[config.mk]
export PLATFORM = sky130hd
export DESIGN_NAME = vsat_word_adder
export DESIGN_NICKNAME = d
export VERILOG_FILES = /design/src/rtl/vwadd_pkg.sv /design/src/rtl/vwadd_decode.sv /design/src/rtl/vwadd_lane.sv /design/src/rtl/vwadd_status.sv /design/src/rtl/vsat_word_adder.sv
export SDC_FILE = /design/constraint.sdc
export NUM_CORES = 1
export LEC_CHECK = 0
export BUFFER_PORTS_ARGS = -buffer_cell sky130_fd_sc_hd__buf_4
export CELL_PAD_IN_SITES_DETAIL_PLACEMENT = 1
export CELL_PAD_IN_SITES_GLOBAL_PLACEMENT = 1
export CORE_AREA = 2 2 177 213
export DETAILED_ROUTE_END_ITERATION = 7
export DIE_AREA = 0 0 179 215
export PLACE_DENSITY_LB_ADDON = 0.15
export SLEW_MARGIN = 0
export SYNTH_ARGS = -nofsm -noshare
export SYNTH_HDL_FRONTEND = slang
export SYNTH_SLANG_ARGS = --single-unit
[constraint.sdc]
create_clock -name clk -period 2.9 [get_ports clk]
set_input_delay 0.29 -clock clk [delete_from_list [all_inputs] [get_ports clk]]
set_output_delay 0.29 -clock clk [all_outputs]
set_load 0.01 [all_outputs]
[src/rtl/vwadd_pkg.sv]
package vwadd_pkg;
   localparam int INS_W     = 32;
   localparam int REG_IDX_W = 5;
   localparam int STAT_W    = 32;
   localparam int SAT_POS   = 0;
   localparam int NJ_POS    = 16;

   localparam logic [5:0]  PRIMARY_VEC = 6'd4;
   localparam logic [10:0] XO_ADD_CLAMP = 11'd640;
   localparam logic [10:0] XO_ADD_WRAP  = 11'd128;

   typedef enum logic [1:0] {
      OPK_NONE  = 2'd0,
      OPK_CLAMP = 2'd1,
      OPK_WRAP  = 2'd2
   } op_kind_e;
endpackage

[src/rtl/vwadd_decode.sv]
module vwadd_decode
   import vwadd_pkg::*;
(
   input  logic [INS_W-1:0]     ins_word,
   output op_kind_e             kind,
   output logic [REG_IDX_W-1:0] dst_idx
);
   logic [5:0]  primary;
   logic [10:0] ext_op;
   logic        unused_src_fields;

   assign primary           = ins_word[31:26];
   assign ext_op            = ins_word[10:0];
   assign dst_idx           = ins_word[25:21];
   assign unused_src_fields = ^ins_word[20:11];

   always_comb begin
      kind = OPK_NONE;
      if (primary == PRIMARY_VEC) begin
         case (ext_op)
            XO_ADD_CLAMP: kind = OPK_CLAMP;
            XO_ADD_WRAP:  kind = OPK_WRAP;
            default:      kind = OPK_NONE;
         endcase
      end
   end
endmodule

[src/rtl/vwadd_lane.sv]
module vwadd_lane #(
   parameter int LANE_W = 32
) (
   input  logic [LANE_W-1:0] a,
   input  logic [LANE_W-1:0] b,
   input  logic              clamp_en,
   output logic [LANE_W-1:0] y,
   output logic              carry
);
   localparam int SUM_W = LANE_W + 1;

   logic [SUM_W-1:0] sum;

   assign sum   = {1'b0, a} + {1'b0, b};
   assign carry = sum[SUM_W-1];

   always_comb begin
      if (clamp_en && carry) y = '1;
      else                   y = sum[LANE_W-1:0];
   end
endmodule

[src/rtl/vwadd_status.sv]
module vwadd_status
   import vwadd_pkg::*;
(
   input  logic              clk,
   input  logic              rst_n,
   input  logic              wr_en,
   input  logic [STAT_W-1:0] wr_data,
   input  logic              sat_set,
   output logic [STAT_W-1:0] stat_q
);
   generate
      if (SAT_POS == NJ_POS || SAT_POS >= STAT_W || NJ_POS >= STAT_W) begin : g_bad_layout
         $error("vwadd_status: status bit positions overlap or exceed the register");
      end
   endgenerate

   logic sat_q;
   logic nj_q;
   logic [STAT_W-1:0] unused_wr_bits;

   assign unused_wr_bits = wr_data;

   always_ff @(posedge clk) begin
      if (!rst_n) begin
         sat_q <= 1'b0;
         nj_q  <= 1'b0;
      end else if (wr_en) begin
         sat_q <= wr_data[SAT_POS];
         nj_q  <= wr_data[NJ_POS];
      end else if (sat_set) begin
         sat_q <= 1'b1;
      end
   end

   always_comb begin
      stat_q          = '0;
      stat_q[SAT_POS] = sat_q;
      stat_q[NJ_POS]  = nj_q;
   end
endmodule

[src/rtl/vsat_word_adder.sv]
module vsat_word_adder
   import vwadd_pkg::*;
#(
   parameter int LANES  = 4,
   parameter int LANE_W = 32,
   localparam int VEC_W = LANES * LANE_W
) (
   input  logic                 clk,
   input  logic                 rst_n,
   input  logic                 ins_valid,
   input  logic [INS_W-1:0]     ins_word,
   input  logic [VEC_W-1:0]     src_a,
   input  logic [VEC_W-1:0]     src_b,
   input  logic                 stat_wr_en,
   input  logic [STAT_W-1:0]    stat_wr_data,
   output logic                 res_valid,
   output logic [VEC_W-1:0]     res_data,
   output logic [REG_IDX_W-1:0] res_dst,
   output logic                 illegal,
   output logic [STAT_W-1:0]    stat_q
);
   generate
      if (LANES < 1)  begin : g_bad_lanes $error("vsat_word_adder: LANES must be at least 1"); end
      if (LANE_W < 2) begin : g_bad_width $error("vsat_word_adder: LANE_W must be at least 2"); end
   endgenerate

   op_kind_e             kind;
   logic [REG_IDX_W-1:0] dst_idx;
   logic                 clamp_en;
   logic [LANES-1:0]     lane_carry;
   logic [VEC_W-1:0]     lane_sum;
   logic                 accept;
   logic                 sat_set;

   vwadd_decode u_dec (
      .ins_word (ins_word),
      .kind     (kind),
      .dst_idx  (dst_idx)
   );

   assign clamp_en = (kind == OPK_CLAMP);

   for (genvar k = 0; k < LANES; k++) begin : g_lane
      localparam int TOP = VEC_W - 1 - k * LANE_W;
      vwadd_lane #(.LANE_W(LANE_W)) u_lane (
         .a        (src_a[TOP -: LANE_W]),
         .b        (src_b[TOP -: LANE_W]),
         .clamp_en (clamp_en),
         .y        (lane_sum[TOP -: LANE_W]),
         .carry    (lane_carry[k])
      );
   end

   assign accept  = ins_valid && (kind != OPK_NONE);
   assign sat_set = ins_valid && clamp_en && (|lane_carry);

   always_ff @(posedge clk) begin
      if (!rst_n) begin
         res_valid <= 1'b0;
         illegal   <= 1'b0;
         res_data  <= '0;
         res_dst   <= '0;
      end else begin
         res_valid <= accept;
         illegal   <= ins_valid && (kind == OPK_NONE);
         if (accept) begin
            res_data <= lane_sum;
            res_dst  <= dst_idx;
         end
      end
   end

   vwadd_status u_stat (
      .clk     (clk),
      .rst_n   (rst_n),
      .wr_en   (stat_wr_en),
      .wr_data (stat_wr_data),
      .sat_set (sat_set),
      .stat_q  (stat_q)
   );
endmodule

Word-level counts from Yosys, hierarchy flattened
Cells that the tools add are included.

cells by class
  multiplexer cells = 8
  shifts and indexed selects = 0
  bitwise gates (word level) = 0
  divide/modulo/power cells = 0
  reductions and logical operators = 12
  $lt $le $gt $ge = 0
  multipliers = 0
  equality and inequality tests = 4
  add/subtract/negate cells = 4

operators with widths
  kind                                                    number
  adder 32 x 32 -> 33 bit                                 4
  2-to-1 mux 32 bit                                       4
  equality test 11 x 10 -> 1 bit (second input constant)  1
  equality test 11 x 8 -> 1 bit (second input constant)   1
  logical AND 1 bit                                       8
  equality test 6 x 3 -> 1 bit (second input constant)    1
  case mux 2 bit (2 select lines)                         1
  nonzero test 2 bit                                      2
  OR reduction 4 bit                                      1
  equality test 2 x 1 -> 1 bit (second input constant)    1
  logical NOT 2 bit                                       1
  2-to-1 mux 1 bit                                        2
  2-to-1 mux 2 bit                                        1

word-level totals
  bits in latches = 0
  RAM bits = 0
  memories = 0
  memory bits (read-only) = 0
  output and inout port bits = 167
  register bits after elaboration = 137

Depth between registers and ports, before layout
Gate-level depths: netlist of run 1.

  depth in word-level cells = 8
  gate-level depth with buffers = 13

By module
A second synthesis of run 1 with hierarchy kept.

unflattened totals
  cell total of the unflattened synthesis = 1815
  area, all modules = 13565.5 sq um

by module, submodules not included
  module                              times used  area each (sq um)  cells an instance  seq. area each (sq um)
  vsat_word_adder                     1           5321.4             585                2702.6
  vwadd_lane at g_lane[0].u_lane ...  2           1966.9             289                0.0
  vwadd_lane at g_lane[2].u_lane ...  2           1948.1             300                0.0
  vwadd_status                        1           316.6              39                 40.0
  vwadd_decode                        1           97.6               13                 0.0

Worst setup path before layout of run 1
Ideal clock, no wire load.

  path type = input -> register
  start = input port src_a[0]
  end = register res_data[1]
  path slack = 0.079 ns
  data required time = 2.781 ns
  buffers on the path = 1
  stages = 12
  setup time = 0.119 ns
  data arrival time = 2.702 ns
  cell sequence = ha_1 > fa_1 > a211oi_1 > nor2_1 > o211ai_1 > nor2_1 > o31ai_1 > o31a_1 > o21ai_1 > a31oi_2 > buf_2 > a21oi_1

on the way
  cells in the longest elaborated chain, start to end = 3

ends and longest elaborated chain
  what                         line                   source
  from (decl)                  vsat_word_adder.sv:12  input logic [VEC_W-1:0] src_a,
  adder 32 x 32 -> 33 bit (*)  vwadd_lane.sv:14       assign sum = {1'b0, a} + {1'b0, b};
  logical AND 1 bit            vwadd_lane.sv:18       if (clamp_en && carry) y = '1;
  2-to-1 mux 32 bit (*)        vwadd_lane.sv:18
  to (signal assigned)         vsat_word_adder.sv:67  res_data <= lane_sum;
  to (decl)                    vsat_word_adder.sv:17  output logic [VEC_W-1:0] res_data,

Mark *: on every way between the ends. The rest lies on a longest branch, timed or not.
A chain may end at the register's enable or synchronous reset.

Final worst setup path of run 1
  start = input port src_a[32]
  end = register res_data[35]

The elaborated chain is that of the path after synthesis.

==> results.py, run 1 <==
metrics = {
    "outcome": {
        "status": "finished clean",
    },
    "sta": {
        "relSlewSlack": 0.600,
        "fmax_mhz": 363,
        "hold_viol": 0,
        "fin_worst_skew_ps": 0,
        "fin_tns_setup_ps": 0,
        "final.min_clock_period_ps": 2750,
        "finalSetupViolCount": 0,
        "slew_violations": 0,
        "tightest_slew_ps": 599,
        "period_share": 0.949,
    },
    "synthesis": {
        "yosys.area.top_type": "dfxtp_1",
        "synth-seq-cells": 137,
        "ys_warn_count": 0,
        "synth_top_area_share": 0.246,
        "synth_cell_type_count": 71,
        "synth_edf_count": 0,
        "syn_area_per_cell_um2": 8.24,
        "async_flop_share": 0,
        "synth_flop_cell": "dfxtp_1",
        "synthTopCellsByArea": "dfxtp_1 (25%), ha_1 (14%), a21oi_1 (8.4%), o21ai_0 (6.7%), xnor2_1 (5.1%)",
        "synthCells": 1355,
        "seq_area_frac_synth": 0.246,
        "syn-cell-area_um2": 11200,
        "synthTopCellsByCount": "a21oi_1 (187), o21ai_0 (150), dfxtp_1 (137)",
        "yosysMostFrequentCell": "a21oi_1",
    },
    "clock_network": {
        "cts_buffers": 17,
        "clk_latency_ps": 430,
        "clk_path_buf_depth": 2,
        "root_buffer": "clkbuf_16",
        "cts_tree": "built",
        "cts_max_level": 4,
        "cts_hold_buf": 0,
        "post_cts_buffers": 0,
        "cts.sink_count": 137,
        "clk_pin_slew_ps": 60,
    },
    "finish": {
        "utilization": 0.439,
        "area_delta_synth_final_pct": 43.7,
        "fillers": 4459,
        "layout-drive-gt1-share": 0.336,
        "nNetsFinal": 2297,
    },
    "route": {
        "vias_per_cell": 5.24,
        "wire_per_inst_um": 19.5,
        "drc": 0,
        "ant_nets": 0,
        "wl_mm": 45.5,
        "vias": 12200,
        "firstDrtPassIters": 4,
        "initialDrtViolationCount": 379,
    },
    "pwr": {
        "powerDensity_nw_per_um2": 396,
        "sw_frac_of_total": 0.322,
        "power_mw": 6.36,
        "p_clk_frac": 0.357,
        "p_leak_nw": 7.62,
        "power_frac_seq": 0.297,
        "combPwrFrac": 0.346,
        "ir_drop_mv": 0.405,
        "power.switching_mw": 2.05,
        "p_int_mw": 4.31,
    },
    "placement": {
        "io_buffers": 420,
        "hpwl_mm": 37.3,
        "place.gp.congestion": 0.909,
    },
    "floorplanning": {
        "core_um2": 36500,
        "initial_utilization": 0.306,
        "rows": 77,
        "die_area_um2": 38500,
        "io_pins": 491,
        "die_w_um": 179,
        "dieHeight_um": 215,
    },
    "worst_hold_path": {
        "min_path_type": "in2reg",
    },
    "global_routing": {
        "antenna_found_initial": 2,
        "grt_util_all_layers": 0.228,
        "overflow": 0,
        "grt_pass1_wl_mm": 69.0,
        "grt_max_degree": 57,
        "grt_pass1_vias": 12800,
    },
    "setup_path": {
        "cp.required_ps": 3220,
        "critPathMaxFanout": 23,
        "cp-end-kind": "register",
        "path_class": "in2reg",
        "crit_arrival_ps": 3070,
        "crit_path_start_kind": "input port",
    },
    "run": {
        "cap_violations": 0,
    },
}
-- cell usage in the layout (no fill, tap or decap), types with 7 or more instances in the layout --
master and count:
buf_4 521, a21oi_1 187, o21ai_0 149, dfxtp_1 137
ha_1 128, nand2_1 76, nor2_1 68, xnor2_1 65
a21o_1 63, xor2_1 51, o221a_2 34, conb_1 30
inv_1 26, nand3_1 22, a31oi_1 22, a211oi_1 20
o21bai_1 18, clkbuf_16 18, nand4_1 13, o211ai_1 13
and3_1 12, a21oi_2 12, o21a_1 11, nand2b_1 11
nor2b_1 10, a21boi_0 10, nor3_1 9, o221a_1 7
-- flip-flops by register name, summed over array words and instances (netlist names) --
signal	count
illegal	1
u_stat.nj_q	1
res_data	128
res_valid	1
res_dst	5
u_stat.sat_q	1
-- path summary, 6_finish.rpt --
kind	startpoint	end	slack, ps	depth (start not counted)
worst min register to register	res_dst[1]$_SDFFE_PN0P_	res_dst[1]$_SDFFE_PN0P_	470	2
worst max register to register	u_stat.sat_q$_SDFFE_PN0P_	u_stat.sat_q$_SDFFE_PN0P_	1790	5
worst min-delay path	ins_valid	illegal$_SDFF_PN0_	120	2
worst max-delay path	src_a[32]	res_data[35]$_SDFFE_PN0P_	150	13
-- per-stage QoR --
step | hold slack (ps) | setup slack [ps] | instances | instance area, um^2
3_3_place_gp | 453 | -308 | 2295 | 15400
4_1_cts | 92.6 | 81.8 | 2325 | 16000
6_report | 118 | 148 | 2328 | 16000
5_1_grt | 110 | -12.7 | 2328 | 16000
2_1_floorplan | 435 | 78.6 | 1384 | 11300
3_5_place_dp | 463 | -354 | 2295 | 15400
-- worst max-delay path: stages --
cell     delay [ps]
buf_4           110
ha_1            220
fa_1            410
a21oi_1         160
nor2b_1         100
a311o_1         380
a31o_2          220
a211o_1         300
a31oi_1         210
o21ba_2         190
o21a_1          180
buf_12          200
a21oi_1          90
-- repair_timing --
item / CTS / global route
gates resized for setup: 0 / 4
endpoints found under the hold margin: 0 / 0
setup endpoints to repair: 0 / 64
-- power groups by stage --
stage | combinational, mW | sequential, mW | clock (mW)
finish | 2.20 | 1.89 | 2.27
global route | 2.43 | 1.88 | 2.40
CTS | 2.21 | 1.88 | 2.33
detailed placement | 2.19 | 1.93 | 0
global placement | 2.16 | 1.93 | 0
floorplan | 1.33 | 1.93 | 0
-- cell families (layout without fill, tap and decap cells) --
kind of cell	count (synthesis)	in the layout	synth area share
XOR/XNOR	116	116	0.0910
other	1	32	0.000336
AO/OA/AOI/OAI	602	602	0.351
buffers and inverters	116	584	0.0538
adder cells (fa/ha/maj)	132	132	0.151
flip-flops	137	137	0.246
multiplexers	2	2	0.00179
AND/OR/NAND/NOR	249	249	0.106
-- final cells by class --
cell class | count | area [um^2] | share of cell area
tap | 474 | 593 | 0.0370
clock buffer | 19 | 443 | 0.0276
multi-input combinational | 1131 | 7950 | 0.496
clock inverter | 11 | 150 | 0.00936
timing repair buffer | 528 | 4060 | 0.253
antenna | 2 | 5.00 | 0.000312
inverter | 26 | 97.6 | 0.00608
sequential | 137 | 2740 | 0.171
-- layer usage --
| metal | GRT usage | vias up | wire length, um |
|---|---|---|---|
| met5 | 0 | - | 0 |
| met4 | 0.0900 | 0 | 1660 |
| met3 | 0.0547 | 70 | 2810 |
| met2 | 0.415 | 353 | 23100 |
| met1 | 0.252 | 5796 | 17900 |
| li1 | - | 5989 | - |
Note: power is estimated with default switching activity, not from simulation.
==> run 2: changes to the inputs <==
ABC_AREA = 1   (was default)
BUFFER_PORTS_ARGS = default   (was -buffer_cell sky130_fd_sc_hd__buf_4)
CORE_AREA = 2 2 189 191   (was 2 2 177 213)
DIE_AREA = 0 0 191 193   (was 0 0 179 215)
DONT_BUFFER_PORTS = 1   (was default)
==> results.py, run 2 <==
metrics = {
    "pwr": {
        "ir_drop_mv": 0.402,
        "powerDensity_nw_per_um2": 432,
        "p_leak_nw": 7.57,
    },
    "clock_network": {
        "cts_max_level": 4,
        "cts.sink_count": 137,
        "clk_pin_slew_ps": 70,
        "cts_buffers": 17,
        "cts_tree": "built",
        "cts_resized": 0,
        "root_buffer": "clkbuf_16",
        "clk_path_buf_depth": 2,
        "clk_latency_ps": 430,
    },
    "setup_path": {
        "critPathMaxFanout": 9,
        "crit_path_start_kind": "input port",
        "cp.required_ps": 3230,
        "path_class": "in2reg",
        "cp-end-kind": "register",
        "crit_arrival_ps": 2590,
    },
    "synthesis": {
        "syn_area_per_cell_um2": 5.99,
        "seq_area_frac_synth": 0.199,
        "ys_warn_count": 0,
        "synth_top_area_share": 0.199,
        "synthTopCellsByCount": "nand2_1 (692), inv_1 (291), nor2_1 (281)",
        "synth_flop_cell": "dfxtp_1",
        "synth-simple-area-share": 0.350,
        "syn-cell-area_um2": 13800,
        "yosysMostFrequentCell": "nand2_1",
        "synth_edf_count": 0,
        "synthCells": 2300,
        "synth_fa_ha_area_frac": 0.122,
        "yosys.area.top_type": "dfxtp_1",
        "synthTopCellsByArea": "dfxtp_1 (20%), nand2_1 (19%), ha_1 (12%), inv_1 (7.9%), nor2_1 (7.7%)",
        "synth-xor-area-share": 0.0413,
        "synth_cell_type_count": 42,
        "synth_mux_area_frac": 0,
        "synth-seq-cells": 137,
        "synth-compound-area-share": 0.172,
        "async_flop_share": 0,
        "synth_top_family_by_area": "simple AND/OR/NAND/NOR gates",
    },
    "sta": {
        "fmax_mhz": 443,
        "hold_slack_ps": 24.7,
        "fin_tns_setup_ps": 0,
        "final.min_clock_period_ps": 2260,
        "hold_viol": 0,
        "finalWorstSetupSlack_ps": 644,
        "fin_worst_skew_ps": 0,
        "relSlewSlack": 0.416,
        "slew_violations": 0,
        "rsz0062_at_grt": "no",
        "tightest_slew_ps": 873,
        "period_share": 0.778,
        "finalSetupViolCount": 0,
    },
    "finish": {
        "multi_input_area_um2": 9550,
        "reg_top3": "res_data x128, res_dst x5",
        "area_delta_synth_final_pct": 7.59,
        "finalInstanceArea_um2": 14800,
        "seq_area_um2": 2740,
        "final_cell_mix": "nand2_1 (692), inv_1 (291), nor2_1 (281)",
        "utilization": 0.424,
        "layout-drive-gt1-share": 0.0429,
        "top_register": "res_data",
        "nNetsFinal": 2753,
        "fillers": 4847,
        "n_antenna_cell": 0,
        "layout_commonest_cell": "nand2_1",
        "largest_register_ffs": 128,
    },
    "worst_hold_path": {
        "min_path_type": "in2reg",
    },
    "route": {
        "drc": 0,
        "vias_per_cell": 5.28,
        "firstDrtPassIters": 5,
        "vias": 14600,
        "wire_per_inst_um": 18.6,
        "wl_mm": 51.6,
        "ant_nets": 0,
        "initialDrtViolationCount": 589,
    },
    "run": {
        "cap_violations": 0,
    },
    "floorplanning": {
        "initial_utilization": 0.394,
        "dieHeight_um": 193,
        "core_um2": 35000,
        "die_area_um2": 36900,
        "die_w_um": 191,
        "rows": 69,
        "io_pins": 491,
    },
    "placement": {
        "place.gp.congestion": 0.902,
        "hpwl_mm": 42.5,
        "pre_cts_ws_ps": 215,
        "placed_cell_area_um2": 14100,
        "io_buffers": 0,
    },
    "global_routing": {
        "grt_pass1_vias": 14900,
        "antenna_found_initial": 1,
        "grt_max_degree": 97,
        "overflow": 0,
        "grt_pass1_wl_mm": 79.1,
        "grt_util_all_layers": 0.274,
    },
    "outcome": {
        "status": "finished clean",
    },
}
==> run 2: cell types whose count changed in the layout (fill, tap and decap cells not counted), sizes merged, moves of 32 or more <==
cell and change:
nor2 +220, buf -516, o221a -41, xor2 -42, nand2 +633, nand3 +82, inv +276, o21ai +32
a21o -51
==> run 2: critical path, stage by stage <==
cell,delay [ps]
ha_1,200
fa_1,400
nand2_1,90
nand2_1,80
nand3_1,90
nand2_1,100
nand2_1,90
nand2_1,120
nand2_1,100
nand2_2,100
a21oi_2,540
buf_4,280
a21oi_1,80
==> run 2: repair_timing <==
| action | 4_1_cts | 5_1_grt |
|---|---|---|
| hold buffers | 9 | 0 |
| setup buffers | 0 | 0 |
| hold endpoints to repair | 39 | 0 |
==> run 2: report_power, final <==
group	internal, mW	switching [mW]	total, mW	leakage (nW)
Clock	1.49	1.01	2.50	0.316
Sequential	1.88	0.00356	1.89	1.10
Combinational	0.675	1.35	2.02	6.15
==> run 2: cells by family after synthesis <==
family / count (synthesis)
other: 1
adder cells (fa/ha/maj): 132
AO/OA/AOI/OAI: 420
AND/OR/NAND/NOR: 1179
flip-flops: 137
buffers and inverters: 366
XOR/XNOR: 65
==> run 2: metrics by stage <==
step	power, mW	instances
finish	6.40	2771
global placement	3.87	2730
CTS	6.46	2771
detailed placement	3.91	2730
global route	6.78	2771
floorplan	3.45	2329
==> run 2: cell type report <==
| type | count | area share |
|---|---|---|
| inverter | 296 | 0.0755 |
| clock buffer | 18 | 0.0296 |
| clock inverter | 14 | 0.0140 |
| timing repair buffer | 19 | 0.0127 |
| sequential | 137 | 0.185 |
| multi-input combinational | 1826 | 0.644 |
| tap | 461 | 0.0389 |
==> run 2: path summary, 6_finish.rpt <==
path | to | slack [ps] | cells past startpoint | start
worst max-delay path | res_data[13]$_SDFFE_PN0P_ | 640 | 13 | src_a[0]
worst min-delay path | u_stat.nj_q$_SDFFE_PN0P_ | 20 | 2 | stat_wr_en
worst max register to register | res_dst[1]$_SDFFE_PN0P_ | 1710 | 3 | res_dst[1]$_SDFFE_PN0P_
worst min register to register | u_stat.sat_q$_SDFFE_PN0P_ | 550 | 2 | u_stat.sat_q$_SDFFE_PN0P_
==> run 2: per-layer routing <==
layer | track usage | part of all wire | vias to the layer above
met5 | 0 | 0.00031 | -
met4 | 0.0772 | 0.025 | 2
met3 | 0.0690 | 0.067 | 64
met2 | 0.497 | 0.49 | 392
met1 | 0.319 | 0.42 | 6840
li1 | - | - | 7320
==> run 3: changes to the inputs <==
ABC_AREA = 0   (was 1)
CORE_AREA = 2 2 190 192   (was 2 2 189 191)
DIE_AREA = 0 0 192 194   (was 0 0 191 193)
clock period = 2.17 ns   (was 2.9 ns; I/O delays follow)
==> results.py, run 3 (same netlist as run 1, synthesis figures left out) <==
metrics = {
    "sta": {
        "finalSetupViolCount": 32,
        "hold_slack_ps": 53.4,
        "fin_worst_skew_ps": 0,
        "tightest_slew_ps": 503,
        "relSlewSlack": 0.664,
        "final.min_clock_period_ps": 2230,
        "rsz0062_at_grt": "yes",
        "fmax_mhz": 449,
        "finalWorstSetupSlack_ps": -55.3,
        "slew_violations": 0,
        "fin_tns_setup_ps": -973,
        "period_share": 1.03,
        "hold_viol": 0,
    },
    "floorplanning": {
        "dieHeight_um": 194,
        "die_w_um": 192,
        "io_pins": 491,
        "rows": 69,
        "die_area_um2": 37200,
        "initial_utilization": 0.317,
        "core_um2": 35200,
    },
    "setup_path": {
        "path_class": "in2reg",
        "cp-end-kind": "register",
        "cp.required_ps": 2500,
        "critPathMaxFanout": 6,
        "r2r_start": "u_stat.sat_q$_SDFFE_PN0P_",
        "crit_buf_inv": 1,
        "crit_arrival_ps": 2560,
        "crit_top_cell": "a21oi_2",
        "r2r_end": "u_stat.sat_q$_SDFFE_PN0P_",
        "critical_path.slowest_cell": "fa_2",
        "critPathMaxStageDelay_ps": 360,
        "ff2ff_setup_slack_ps": 660,
        "reg2reg_depth": 5,
        "crit_path_start_kind": "input port",
        "crit_family": "compound AO/OA/AOI/OAI gates",
        "crit_path_cell_trace": "ha_4 -> fa_2 -> a21oi_2 -> nor2b_2 -> a311o_1 -> a31o_2 -> a211o_1 -> a31oi_1 -> o21ba_2 -> o21a_4 -> clkbuf_16 -> a21oi_2",
    },
    "route": {
        "firstDrtPassIters": 4,
        "wire_per_inst_um": 20.6,
        "drc": 0,
        "ant_nets": 0,
        "initialDrtViolationCount": 305,
        "wl_mm": 44.4,
        "vias": 11600,
        "vias_per_cell": 5.38,
    },
    "finish": {
        "final_cell_mix": "buf_4 (301), o21ai_0 (142), dfxtp_1 (137)",
        "utilization": 0.458,
        "area_delta_synth_final_pct": 44.5,
        "layout_commonest_cell": "buf_4",
        "n_antenna_cell": 0,
        "layout-drive-gt1-share": 0.331,
        "nNetsFinal": 2133,
        "fillers": 4079,
        "largest_register_ffs": 128,
        "reg_top3": "res_data x128, res_dst x5",
        "top_register": "res_data",
    },
    "placement": {
        "pre_cts_ws_ps": -641,
        "io_buffers": 0,
        "hpwl_mm": 34.0,
        "place.gp.congestion": 0.850,
    },
    "pwr": {
        "p_leak_nw": 6.96,
        "power_mw": 8.87,
        "ir_drop_mv": 0.556,
        "powerDensity_nw_per_um2": 550,
    },
    "outcome": {
        "status": "complete, but fails checks",
        "violations": "setup timing",
    },
    "global_routing": {
        "antenna_found_initial": 1,
        "grt_max_degree": 103,
        "grt_util_all_layers": 0.224,
        "grt_pass1_vias": 12000,
        "grt_pass1_wl_mm": 65.4,
        "overflow": 0,
    },
    "clock_network": {
        "clk_path_buf_depth": 2,
        "cts_max_level": 4,
        "cts.sink_count": 137,
        "clk_pin_slew_ps": 70,
        "cts_tree": "built",
        "cts_buffers": 17,
        "root_buffer": "clkbuf_16",
        "clk_latency_ps": 450,
    },
    "run": {
        "cap_violations": 0,
    },
    "worst_hold_path": {
        "min_path_cells": 3,
        "min_from": "src_b[0]",
        "min_path_type": "in2reg",
        "hold_end": "res_data[0]$_SDFFE_PN0P_",
    },
}
[run 3: cell count changes in the layout (fill, tap and decap cells not counted), sizes merged, moves of 19 or more]
cell / delta
nor2: -220
dlygate4sd3: +33
nand2: -633
buf: +306
a211oi: +20
o221a: +41
a21o: +51
a31oi: +23
nand3: -82
xor2: +42
nor3: -19
inv: -273
o21ai: -32
[run 3: power breakdown]
group | total (mW) | switching (mW) | leakage (nW) | internal, mW
sequential | 2.52 | 0.00461 | 1.10 | 2.52
clock | 3.18 | 1.33 | 0.294 | 1.85
combinational | 3.17 | 1.62 | 5.57 | 1.55
total | 8.87 | 2.96 | 6.96 | 5.92
[run 3: per-stage QoR]
step / instance area (um^2) / std cells
4_1_cts: 15500 / 2128
3_5_place_dp: 14400 / 2053
6_report: 16100 / 2151
2_1_floorplan: 12000 / 1384
5_1_grt: 16100 / 2151
3_3_place_gp: 14400 / 2053
[run 3: area by class of cell]
cell class              count  area [um^2]  share of cell area
clock buffers              19          443              0.0275
repair buffers            364         3120               0.193
well taps                 461          577              0.0358
inverters                  26         97.6             0.00605
multi-input cells        1131         8980               0.557
flip-flops and latches    137         2740               0.170
clock inverters            13          168              0.0104
[run 3: worst max-delay path by stage]
stage                     from                    endpoint  slack (ps)  cells after the start
finish               src_a[32]   res_data[56]$_SDFFE_PN0P_         -60                     12
CTS                 src_a[109]  res_data[121]$_SDFFE_PN0P_           1                     12
global route         src_a[32]   res_data[56]$_SDFFE_PN0P_        -120                     12
global placement    src_a[109]  res_data[120]$_SDFFE_PN0P_        -650                     12
detailed placement  src_a[109]  res_data[121]$_SDFFE_PN0P_        -640                     12
floorplan            src_a[32]   res_data[40]$_SDFFE_PN0P_        -390                     13
[run 3: metal layers]
metal / global-route usage / routed length [um] / vias to the layer above / part of all wire
li1: - / - / 5662 / -
met1: 0.263 / 18700 / 5549 / 0.42
met2: 0.393 / 21900 / 309 / 0.49
met3: 0.0626 / 2900 / 47 / 0.065
met4: 0.0662 / 980 / 0 / 0.022
met5: 0 / 0 / - / 0
[run 3: worst reg2reg max path, stage by stage, from the launching register on]
cell           delay [ps]
dfxtp_1               460
a21oi_1                70
o21ai_0               150
nand2_1                70
dlygate4sd3_1         550
a31oi_1               140
[run 3: timing repair]
action	4_1_cts	5_1_grt
hold buffers	42	0
setup buffers	1	16
cloned	1	7
pin swaps	15	30
gates resized for setup	16	59
setup endpoints to repair	64	123
endpoints found under the hold margin	137	0
